[src/rtl/pwr_fault_pkg.sv]
package pwr_fault_pkg;

   typedef enum logic [1:0] {
      SLEW_NOMINAL = 2'b00,
      SLEW_SLOW    = 2'b01,
      SLEW_FAST8   = 2'b10,
      SLEW_FAST4   = 2'b11
   } slew_mode_e;

   localparam int OC_NUM  = 4;
   localparam int OC_HB   = 0;
   localparam int OC_HS   = 1;
   localparam int OC_SUP  = 2;
   localparam int OC_HALL = 3;

   // control register fields
   localparam int CT_EN      = 7;
   localparam int CT_SLEW_LO = 5;
   localparam int CT_STOP    = 4;

   // status register live fields
   localparam int ST_THERM = 0;
   localparam int ST_HV    = 2;
   localparam int ST_LV    = 3;
   localparam int ST_LINCL = 6;

   // bit position of each overcurrent flag in the status register
   function automatic int oc_bit(input int idx);
      case (idx)
         OC_HB:   return 1;
         OC_HS:   return 4;
         OC_SUP:  return 5;
         default: return 7;
      endcase
   endfunction

endpackage

[src/rtl/pfr_ctrl_reg.sv]
module pfr_ctrl_reg
   import pwr_fault_pkg::*;
#(
   parameter int DW = 8
) (
   input  logic          clk,
   input  logic          rst_n,
   input  logic          wr_hit,
   input  logic [DW-1:0] wdata,
   input  logic          irq_req,
   output logic          stage_en,
   output logic          stage_en_nxt,
   output slew_mode_e    slew,
   output logic          stop_req
);

   logic stop_cmd;
   assign stop_cmd     = wr_hit & wdata[CT_STOP];
   assign stage_en_nxt = wr_hit ? wdata[CT_EN] : stage_en;

   always_ff @(posedge clk or negedge rst_n) begin
      if (!rst_n) begin
         stage_en <= 1'b0;
         slew     <= SLEW_NOMINAL;
      end else if (wr_hit) begin
         stage_en <= wdata[CT_EN];
         slew     <= slew_mode_e'(wdata[CT_SLEW_LO +: 2]);
      end
   end

   // an interrupt request outranks a stop command at the same edge
   always_ff @(posedge clk or negedge rst_n) begin
      if (!rst_n)        stop_req <= 1'b0;
      else if (irq_req)  stop_req <= 1'b0;
      else if (stop_cmd) stop_req <= 1'b1;
   end

   AST_SLEW_HOLD: assert property (@(posedge clk) disable iff (!rst_n)
      !wr_hit |=> $stable(slew) && $stable(stage_en));
   AST_STOP_SET: assert property (@(posedge clk) disable iff (!rst_n)
      (wr_hit && wdata[CT_STOP] && !irq_req) |=> stop_req);
   AST_STOP_HOLD: assert property (@(posedge clk) disable iff (!rst_n)
      (stop_req && !irq_req) |=> stop_req);
   AST_IRQ_CLEARS: assert property (@(posedge clk) disable iff (!rst_n)
      irq_req |=> !stop_req);

endmodule

[src/rtl/pfr_oc_latch.sv]
module pfr_oc_latch #(
   parameter bit REG_OUT = 1'b1
) (
   input  logic clk,
   input  logic rst_n,
   input  logic evt,
   input  logic clr,
   input  logic gate_en,
   output logic flag,
   output logic out_en
);

   logic flag_nxt;
   // a pending event always wins over a clear
   assign flag_nxt = evt | (flag & ~clr);

   always_ff @(posedge clk or negedge rst_n) begin
      if (!rst_n) flag <= 1'b0;
      else        flag <= flag_nxt;
   end

   generate
      if (REG_OUT) begin : g_reg
         // gate_en is the next-state master enable here
         always_ff @(posedge clk or negedge rst_n) begin
            if (!rst_n) out_en <= 1'b0;
            else        out_en <= gate_en & ~flag_nxt;
         end
      end else begin : g_comb
         // gate_en is the current master enable here
         assign out_en = gate_en & ~flag;
      end
   endgenerate

   AST_EVT_SETS: assert property (@(posedge clk) disable iff (!rst_n)
      evt |=> flag);
   AST_FLAG_STICKY: assert property (@(posedge clk) disable iff (!rst_n)
      (flag && !clr) |=> flag);
   AST_W1C_CLEARS: assert property (@(posedge clk) disable iff (!rst_n)
      (clr && !evt) |=> !flag);
   AST_SET_WINS: assert property (@(posedge clk) disable iff (!rst_n)
      (evt && clr) |=> flag);
   AST_GATED_OFF: assert property (@(posedge clk) disable iff (!rst_n)
      flag |-> !out_en);

endmodule

[src/rtl/pfr_read_mux.sv]
module pfr_read_mux
   import pwr_fault_pkg::*;
#(
   parameter int          DW        = 8,
   parameter int          AW        = 8,
   parameter logic [AW-1:0] CTRL_ADR = 8'h03,
   parameter logic [AW-1:0] STAT_ADR = 8'h0C
) (
   input  logic              rd,
   input  logic [AW-1:0]     addr,
   input  logic              stage_en,
   input  slew_mode_e        slew,
   input  logic [OC_NUM-1:0] flags,
   input  logic              lin_cl,
   input  logic              lv,
   input  logic              hv,
   input  logic              therm,
   output logic [DW-1:0]     rdata
);

   logic [DW-1:0] ctrl_word;
   logic [DW-1:0] stat_word;

   always_comb begin
      ctrl_word                      = '0;
      ctrl_word[CT_EN]               = stage_en;
      ctrl_word[CT_SLEW_LO +: 2]     = slew;
   end

   always_comb begin
      stat_word           = '0;
      stat_word[ST_THERM] = therm;
      stat_word[ST_HV]    = hv;
      stat_word[ST_LV]    = lv;
      stat_word[ST_LINCL] = lin_cl;
      for (int i = 0; i < OC_NUM; i++) stat_word[oc_bit(i)] = flags[i];
   end

   always_comb begin
      rdata = '0;
      if (rd) begin
         if (addr == CTRL_ADR)      rdata = ctrl_word;
         else if (addr == STAT_ADR) rdata = stat_word;
      end
   end

endmodule

[src/rtl/pwr_fault_regs.sv]
module pwr_fault_regs
   import pwr_fault_pkg::*;
#(
   parameter int            DATA_W     = 8,
   parameter int            ADDR_W     = 8,
   parameter logic [ADDR_W-1:0] CTRL_ADDR = 8'h03,
   parameter logic [ADDR_W-1:0] STAT_ADDR = 8'h0C,
   parameter bit            REG_OUT_EN = 1'b1
) (
   input  logic        clk,
   input  logic        rst_n,
   input  logic [7:0]  bus_addr,
   input  logic [7:0]  bus_wdata,
   input  logic        bus_wr,
   input  logic        bus_rd,
   output logic [7:0]  bus_rdata,
   input  logic [3:0]  oc_event,
   input  logic        lin_cur_lim,
   input  logic        low_volt,
   input  logic        high_volt,
   input  logic        therm_flag,
   input  logic        irq_req,
   output logic        stage_en,
   output logic [1:0]  slew_sel,
   output logic        stop_req,
   output logic [3:0]  out_en
);

   localparam int NUM_OC = OC_NUM;

   generate
      if (DATA_W != 8) begin : g_bad_dw
         $error("pwr_fault_regs: register layout needs DATA_W of 8");
      end
      if (ADDR_W != 8) begin : g_bad_aw
         $error("pwr_fault_regs: port list is built for ADDR_W of 8");
      end
      if (CTRL_ADDR == STAT_ADDR) begin : g_bad_map
         $error("pwr_fault_regs: register addresses must differ");
      end
   endgenerate

   logic              ctrl_wr;
   logic              stat_wr;
   logic              en_nxt;
   logic              gate_en;
   slew_mode_e        slew;
   logic [NUM_OC-1:0] flags;
   logic              unused_wdata;

   assign ctrl_wr      = bus_wr && (bus_addr == CTRL_ADDR);
   assign stat_wr      = bus_wr && (bus_addr == STAT_ADDR);
   assign unused_wdata = ^{bus_wdata[3:2], bus_wdata[0]};

   pfr_ctrl_reg #(.DW(DATA_W)) u_ctrl (
      .clk          (clk),
      .rst_n        (rst_n),
      .wr_hit       (ctrl_wr),
      .wdata        (bus_wdata),
      .irq_req      (irq_req),
      .stage_en     (stage_en),
      .stage_en_nxt (en_nxt),
      .slew         (slew),
      .stop_req     (stop_req)
   );

   assign slew_sel = slew;

   generate
      if (REG_OUT_EN) begin : g_gate_next
         assign gate_en = en_nxt;
      end else begin : g_gate_now
         assign gate_en = stage_en;
      end
   endgenerate

   for (genvar gi = 0; gi < NUM_OC; gi++) begin : g_oc
      pfr_oc_latch #(.REG_OUT(REG_OUT_EN)) u_latch (
         .clk     (clk),
         .rst_n   (rst_n),
         .evt     (oc_event[gi]),
         .clr     (stat_wr & bus_wdata[oc_bit(gi)]),
         .gate_en (gate_en),
         .flag    (flags[gi]),
         .out_en  (out_en[gi])
      );
   end

   pfr_read_mux #(
      .DW       (DATA_W),
      .AW       (ADDR_W),
      .CTRL_ADR (CTRL_ADDR),
      .STAT_ADR (STAT_ADDR)
   ) u_rmux (
      .rd       (bus_rd),
      .addr     (bus_addr),
      .stage_en (stage_en),
      .slew     (slew),
      .flags    (flags),
      .lin_cl   (lin_cur_lim),
      .lv       (low_volt),
      .hv       (high_volt),
      .therm    (therm_flag),
      .rdata    (bus_rdata)
   );

   AST_RD_IDLE_ZERO: assert property (@(posedge clk) disable iff (!rst_n)
      !bus_rd |-> (bus_rdata == '0));
   AST_CTRL_LOW_ZERO: assert property (@(posedge clk) disable iff (!rst_n)
      (bus_rd && bus_addr == CTRL_ADDR) |-> (bus_rdata[4:0] == '0));
   AST_MASTER_OFF: assert property (@(posedge clk) disable iff (!rst_n)
      !stage_en |-> (out_en == '0));
   AST_OTHER_WR_IGNORED: assert property (@(posedge clk) disable iff (!rst_n)
      (bus_wr && bus_addr != CTRL_ADDR && !irq_req) |=> $stable(stage_en) && $stable(slew_sel) && $stable(stop_req));

endmodule

[config.mk]
export PLATFORM = sky130hd
export DESIGN_NAME = pwr_fault_regs
export DESIGN_NICKNAME = d
export VERILOG_FILES = /design/src/rtl/pwr_fault_pkg.sv /design/src/rtl/pfr_ctrl_reg.sv /design/src/rtl/pfr_oc_latch.sv /design/src/rtl/pfr_read_mux.sv /design/src/rtl/pwr_fault_regs.sv
export SDC_FILE = /design/constraint.sdc
export NUM_CORES = 1
export LEC_CHECK = 0
export BUFFER_PORTS_ARGS = -buffer_cell sky130_fd_sc_hd__buf_2
export CAP_MARGIN = 20
export CORE_MARGIN = 3
export CORE_UTILIZATION = 36
export CTS_BUF_LIST = sky130_fd_sc_hd__clkbuf_8 sky130_fd_sc_hd__clkbuf_16
export CTS_CLUSTER_DIAMETER = 100
export CTS_CLUSTER_SIZE = 24
export DETAILED_ROUTE_END_ITERATION = 12
export PLACE_DENSITY = 0.73
export SLEW_MARGIN = 20
export SYNTH_ARGS = -nofsm -noshare
export SYNTH_HDL_FRONTEND = slang
export SYNTH_SLANG_ARGS = --single-unit
[constraint.sdc]
create_clock -name clk -period 1.1 [get_ports clk]
set_input_delay 0.165 -clock clk [delete_from_list [all_inputs] [get_ports clk]]
set_output_delay 0.165 -clock clk [all_outputs]
set_load 0.05 [all_outputs]
# Word-level counts from Yosys, hierarchy flattened
# Index checks and enable logic that the tools add are counted.
op_classes:
  bitwise: 25
  eq_ne: 2
  mux: 6
  reduce_logical: 3
ops:
  columns: ["cell", "count"]
  rows:
  - ["2-to-1 mux 8 bit", 3]
  - ["bitwise AND 1 bit", 13]
  - ["== test 8 x 2 -> 1 bit (second input constant)", 1]
  - ["== test 8 x 4 -> 1 bit (second input constant)", 1]
  - ["NOT 1 bit", 8]
  - ["OR 1 bit", 4]
  - ["2-to-1 mux 1 bit", 3]
  - ["logical AND 1 bit", 2]
  - ["nonzero test 2 bit", 1]
totals:
  regBits: 12

# Logic depth before layout (Yosys ltp)
# Gate-level depths: netlist of run 1.
logic_depth:
  word_depth: 8
  depth_mapped: 4
  depth_no_buf: 3

# Cells and area by module
# From an unflattened synthesis of run 1, not the netlist that was laid out.
unflattened:
  cells_unflattened: 62
  area_unflattened_um2: 656.9
modules_own_cells:
  columns: ["module", "cells_each", "area_per_inst_um2", "n_inst", "seq_area_each_um2"]
  rows:
  - ["pfr_oc_latch", 6, 78.8, 4, 50.0]
  - ["pfr_ctrl_reg", 9, 142.6, 1, 100.1]
  - ["pfr_read_mux", 17, 117.6, 1, 0.0]
  - ["pwr_fault_regs", 12, 81.3, 1, 0.0]

# Least setup slack after synthesis of run 1
# Ideal clock, no wire load.
synth_timing:
  kind: "input-to-output"
  from: "input port bus_addr[7]"
  to: "output port bus_rdata[5]"
  arrival_time_ps: 1572
  required_ps: 935
  stages: 4
  path_slack_ps: -637
  path_cell_list: "nor4_4 -> buf_6 -> nand3_1 -> a21boi_1"
synth_via:
  elab_chain_len: 4
synth_rtl:
  columns: ["item", "line", "source"]
  rows:
  - ["start: declaration", "pwr_fault_regs.sv:12", "input logic [7:0] bus_addr,"]
  - ["== test 8 x 4 -> 1 bit", "pfr_read_mux.sv:43", "else if (addr == STAT_ADR) rdata = stat_word;"]
  - ["2-to-1 mux 8 bit", "pfr_read_mux.sv:43", null]
  - ["2-to-1 mux 8 bit (*)", "pfr_read_mux.sv:42", "if (addr == CTRL_ADR) rdata = ctrl_word;"]
  - ["2-to-1 mux 8 bit (*)", "pfr_read_mux.sv:41", "if (rd) begin"]
  - ["end: declaration", "pwr_fault_regs.sv:16", "output logic [7:0] bus_rdata,"]
# Mark *: on every way between the ends. The rest lies on a longest branch, timed or not.

# Final worst setup path of run 1
layout_timing:
  from: "input port bus_addr[0]"
  to: "output port bus_rdata[3]"
# The elaborated chain is that of the path after synthesis.

==> metrics.cfg, run 1 <==
[power_and_ir_drop]
ir_worst_vdd_mv=0.995
p_int_uw=784
switching_share_pct=25.3
comb_power_share_pct=18.2
cellLeakagePower_uw=0.000544
clkPwrFrac_pct=38.1
p_per_area_nw_per_um2=839
p_switching_uw=265
fin_total_pwr_uw=1050
seqPwrFrac_pct=43.7

[global_routing]
grt.total_usage_pct=17.3
grt_max_degree=13
grt.overflow.total=0
grt_antenna_before_repair=0
grt_pass1_vias=680
grt_pass1_wl_um=3190

[worst_setup_path]
crit_path_max_incr_delay_ns=0.27
cp.arrival_ns=1.23
crit_path_start_kind=input port
crit_slowest_cell=nor4bb_4
cpLargestDelayFamily=simple AND/OR/NAND/NOR gates
crit_buf_inv=3
crit_fanout=5
critPathRequiredTime_ns=0.94
critPathCaptureType=output pin
cp_cell_sequence=buf_6 -> nor4bb_4 -> buf_4 -> and2_4 -> and3_4 -> buf_8
worstSetupPathType=input port to output pin

[status]
status=finished with violations
violations=negative setup slack

[yosys]
synth_cell_types=21
synth.most_common_cell=dfrtp_1
avgSynthCellArea_um2=11.4
seq_area_frac_synth_pct=44.8
synthFlopType=dfrtp_1
ys_async_sr_fraction_pct=100
synth_edf_count=0
ys_top_cells_by_area=dfrtp_1 (45%), a221oi_2 (9.0%), nand3_1 (5.2%)
synth-seq-cells=12
synth_area_leader_cell=dfrtp_1
yosys.area.top_type_share_pct=44.8
synth_area_um2=671
ys_warn_count=0
synth.net_count=88
yosys-top-cells-count=dfrtp_1 (12), nand3_1 (7), and3_1 (5)
synth_cells=59

[clock_network]
numCtsBuffers=3
clockBufferDepth=2
worstSkewPairLatency_ns=0.24
cts-root-buf=clkbuf_8
path_clk_slew_ns=0.05
htree_levels=1
cts_tree=done
numClockSinks=12

[timing]
min_period_over_period_pct=127
whs_ns=0.0685
relSlewSlack_pct=82.5
post-route-min-period_ns=1.40
max_slew.worst_pin.slew_ns=0.260
setup_tns_ns=-3.92
rsz0062_at_grt=yes
finalMaxSlewViolations=0
hold_viol=0
fin_skew_ns=0.00379
setup_slack_ns=-0.299
max_freq_ghz=0.715
setup_viol=20

[place]
place_ws_ns=-0.446
hpwl_um=1370
placed_cell_area_um2=978
place_congestion=0.827
io_buffers=41

[floorplanning]
design.portCount=45
dieWidth_um=49.2
core_um2=1630
rows=14
start_util_pct=41.2
die_h_um=49.2
dieArea_um2=2420

[route]
totalWireLength_um=2020
via_count=667
drc=0
dr.pass1.iters=3
drtAntennaViolNets=0
wl_per_cell_um=15.5
initialDrtViolationCount=13
vias_per_cell=5.13

[finish]
multi_input_area_um2=465
nFillCells=111
fin_nets=136
seq_area_um2=302
area_growth_pct=86.4
antennaDiodeCount=0
fin_area_um2=1250
drive_above_1_share_pct=72.6

[job]
drv_cap=0

[worst_hold_path]
hp-class=input port to register

## metal layers
layer  share of wire (%)  up-vias  wire (um)  GRT usage, %
met4                 2.0        0         40          9.95
li1                    -      321          -             -
met2                  56       26       1120          30.8
met1                  36      316        737          18.7
met3                 5.8        4        117          3.36
met5                   0        -          0             0
## layout make-up
class | count | area share [%]
multi-input cells | 38 | 37.2
repair buffers | 51 | 32.3
flip-flops and latches | 12 | 24.1
clock buffers | 3 | 3.30
well taps | 24 | 2.40
clock inverters | 1 | 0.300
inverters | 1 | 0.300
## cell families (layout without fill, tap and decap cells)
| logic type | count (synthesis) | in the layout | synth area share (%) |
|---|---|---|---|
| compound gates | 13 | 13 | 19.4 |
| buf+inv | 9 | 56 | 8.77 |
| flops | 12 | 12 | 44.8 |
| mux | 2 | 2 | 3.36 |
| simple gates | 23 | 23 | 23.7 |
## final timing paths
| check | startpoint | to | slack, ns | depth (start not counted) |
|---|---|---|---|---|
| min | irq_req | u_ctrl.stop_req$_DFFE_PN0P_ | 0.07 | 2 |
| max in group asynchronous | rst_n | u_ctrl.stage_en$_DFF_PN0_ | 0.55 | 2 |
| max | bus_addr[0] | bus_rdata[3] | -0.30 | 6 |
| min reg2reg | u_ctrl.stop_req$_DFFE_PN0P_ | u_ctrl.stop_req$_DFFE_PN0P_ | 0.50 | 2 |
| max reg2reg | u_ctrl.stage_en$_DFF_PN0_ | g_oc[3].u_latch.out_en$_DFF_PN0_ | 0.04 | 3 |
| min in group asynchronous | rst_n | u_ctrl.stop_req$_DFFE_PN0P_ | 0.32 | 2 |
## repair_timing
item | in CTS | in global routing
resized for setup | 35 | 10
pin swaps | 6 | 7
endpoints found under the hold margin | 12 | 0
setup endpoints to repair | 17 | 23
hold buffers | 1 | 0
buffers inserted | 1 | 1
gates cloned | 0 | 0
## metrics by stage
step | cells | util, %
4_1_cts | 129 | 73.3
5_1_grt | 130 | 76.7
3_5_place_dp | 123 | 60.1
3_3_place_gp | 123 | 60.1
6_report | 130 | 76.7
2_1_floorplan | 59 | -
## flip-flops by register name, indices dropped and copies added (netlist names)
register             count
g_oc.u_latch.flag        4
g_oc.u_latch.out_en      4
u_ctrl.slew              2
u_ctrl.stage_en          1
u_ctrl.stop_req          1
## placed cells by master, fill, tap and decap left out, drive strengths merged
cell type | Yosys | layout
a221oi | 4 | 4
nand3 | 7 | 7
nand4 | 5 | 5
a31o | 1 | 1
mux2 | 2 | 2
nor4 | 1 | 1
clkbuf | 1 | 5
nor4bb | 2 | 2
inv | 1 | 2
and3 | 5 | 5
a41oi | 1 | 1
buf | 7 | 48
and2 | 1 | 1
dfrtp | 12 | 12
a21o | 4 | 4
a21boi | 3 | 3
dlygate4sd3 | 0 | 1
nand2 | 1 | 1
nor2 | 1 | 1
## power by group through the flow
stage	sequential (uW)	clock, uW	combinational [uW]
after floorplan	486	0	42.6
after global placement	463	0	145
after detailed placement	463	0	148
after CTS	458	410	171
after global routing	459	444	204
final	459	399	191
Power figures use the tool's default switching activity.
==> inputs of run 2 (changes only) <==
--- a/config.mk
+++ b/config.mk
@@ -13,6 +13,7 @@
 export CTS_CLUSTER_DIAMETER = 100
 export CTS_CLUSTER_SIZE = 24
 export DETAILED_ROUTE_END_ITERATION = 12
+export MAX_ROUTING_LAYER = met4
 export PLACE_DENSITY = 0.73
 export SLEW_MARGIN = 20
 export SYNTH_ARGS = -nofsm -noshare
==> run 2 against run 1 <==
- the run still ends with negative setup slack left
- sequential share of layout area unchanged
- setup slack about the same
- combinational power about the same
- first-iteration DRC count unchanged
- count of clock-buffer cells in the layout unchanged
- fmax about the same
- worst hold slack got worse by 0.00080 ns
- utilization unchanged
- non-clock buffer count unchanged
- via count decreased by 0.60%
- global-route usage increased by 0.48 points
- die area unchanged
- critical endpoint unchanged
- highest routed layer unchanged
==> metrics.cfg, run 2 (synthesized netlist as in run 1, its figures left out) <==
[power_and_ir_drop]
ir_worst_vdd_mv=0.999
cellLeakagePower_uw=0.000544
p_per_area_nw_per_um2=840

[job]
drv_cap=0

[timing]
rsz0062_at_grt=yes
finalMaxSlewViolations=0
min_period_over_period_pct=127
hold_viol=0
relSlewSlack_pct=81.9
setup_tns_ns=-3.91
setup_slack_ns=-0.299
max_freq_ghz=0.715
setup_viol=20
max_slew.worst_pin.slew_ns=0.272
fin_skew_ns=0.00361
post-route-min-period_ns=1.40

[route]
totalWireLength_um=2030
initialDrtViolationCount=13
wl_per_cell_um=15.6
vias_per_cell=5.10
drc=0
drtAntennaViolNets=0
via_count=663
dr.pass1.iters=4

[worst_setup_path]
critPathRequiredTime_ns=0.94
worst_r2r_path_depth=3
cp_cell_sequence=buf_6 -> nor4bb_4 -> buf_4 -> and2_4 -> and3_4 -> buf_8
crit_path_start_kind=input port
worstSetupPathType=input port to output pin
crit_fanout=5
crit_slowest_cell=nor4bb_4
cp.arrival_ns=1.23
crit_path_max_incr_delay_ns=0.27
critPathCaptureType=output pin

[place]
placed_cell_area_um2=978
place_congestion=0.839
hpwl_um=1370
io_buffers=41

[floorplanning]
dieWidth_um=49.2
design.portCount=45
rows=14
core_um2=1630
dieArea_um2=2420
die_h_um=49.2
start_util_pct=41.2

[finish]
antennaDiodeCount=0
layout_common_cells=buf_2 (24), dfrtp_1 (11), buf_6 (9), buf_4 (9), buf_8 (6)
largestRegisters=g_oc.u_latch.flag (4), g_oc.u_latch.out_en (4), u_ctrl.slew (2)
area_growth_pct=86.4
drive_above_1_share_pct=72.6
fin_nets=136
final_common_cell=buf_2
fin_area_um2=1250

[clock_network]
numClockSinks=12
htree_levels=1
cts_tree=done
numCtsBuffers=3
clockBufferDepth=2
worstSkewPairLatency_ns=0.24
cts-root-buf=clkbuf_8
path_clk_slew_ns=0.05

[global_routing]
grt.overflow.total=0
grt_antenna_before_repair=0
grt_pass1_vias=679
grt_pass1_wl_um=3190
grt_max_degree=13
grt.total_usage_pct=17.8

[status]
violations=negative setup slack
status=finished with violations

[worst_hold_path]
min_path_cells=2
hp-class=input port to register

-- run 2: cell counts in the layout (fill, tap and decap cells not counted) --
Identical to the previous run, type by type.
-- run 2: area by class of cell --
cell class / count / area [um^2]
Tap cell: 24 / 30.0
Inverter: 1 / 3.75
Sequential cell: 12 / 302
Multi-Input combinational cell: 38 / 465
Clock buffer: 3 / 41.3
Timing Repair Buffer: 51 / 404
Clock inverter: 1 / 3.75
Fill cell: 111 / 379
-- run 2: worst paths after layout --
| path | from | endpoint | slack (ns) |
|---|---|---|---|
| setup / recovery | bus_addr[0] | bus_rdata[3] | -0.30 |
| hold reg to reg | u_ctrl.stop_req$_DFFE_PN0P_ | u_ctrl.stop_req$_DFFE_PN0P_ | 0.50 |
| min in group asynchronous | rst_n | u_ctrl.stop_req$_DFFE_PN0P_ | 0.32 |
| hold / removal | irq_req | u_ctrl.stop_req$_DFFE_PN0P_ | 0.07 |
| setup reg to reg | u_ctrl.stage_en$_DFF_PN0_ | g_oc[3].u_latch.out_en$_DFF_PN0_ | 0.04 |
| max in group asynchronous | rst_n | u_ctrl.stage_en$_DFF_PN0_ | 0.55 |
-- run 2: power breakdown --
part           leakage, uW  switching (uW)  internal, uW
Combinational     0.000376             102          88.6
Clock            0.0000269             156           245
Sequential        0.000141            9.11           450
Total             0.000544             267           784
-- run 2: what timing repair did --
action / CTS / global route
gates resized for setup: 35 / 10
hold buffers: 1 / 0
setup buffers: 1 / 1
setup endpoints to repair: 17 / 23
endpoints found under the hold margin: 12 / 0
pin swaps: 6 / 7
-- run 2: layer usage --
metal,GRT usage (%),up-vias,part of all wire [%]
met1,18.7,313,36
met2,30.8,26,56
met5,-,-,0
li1,-,320,-
met3,3.36,4,5.8
met4,9.95,0,2.1
-- run 2: critical path: cells and delay by family --
family	cells	cell delay, ns
and+or+nand+nor	3	0.63
buffers and inverters	3	0.44
-- run 2: per-stage QoR --
step	total power [uW]	util [%]	setup slack, ns	hold slack (ns)	cells
final	1050	76.7	-0.299	0.0677	130
after global routing	1110	76.7	-0.379	0.0719	130
after CTS	1040	73.3	-0.297	0.0666	129
after detailed placement	611	60.1	-0.446	0.0593	123
after global placement	607	60.1	-0.405	0.0535	123
after floorplan	529	-	-0.271	-0.131	59
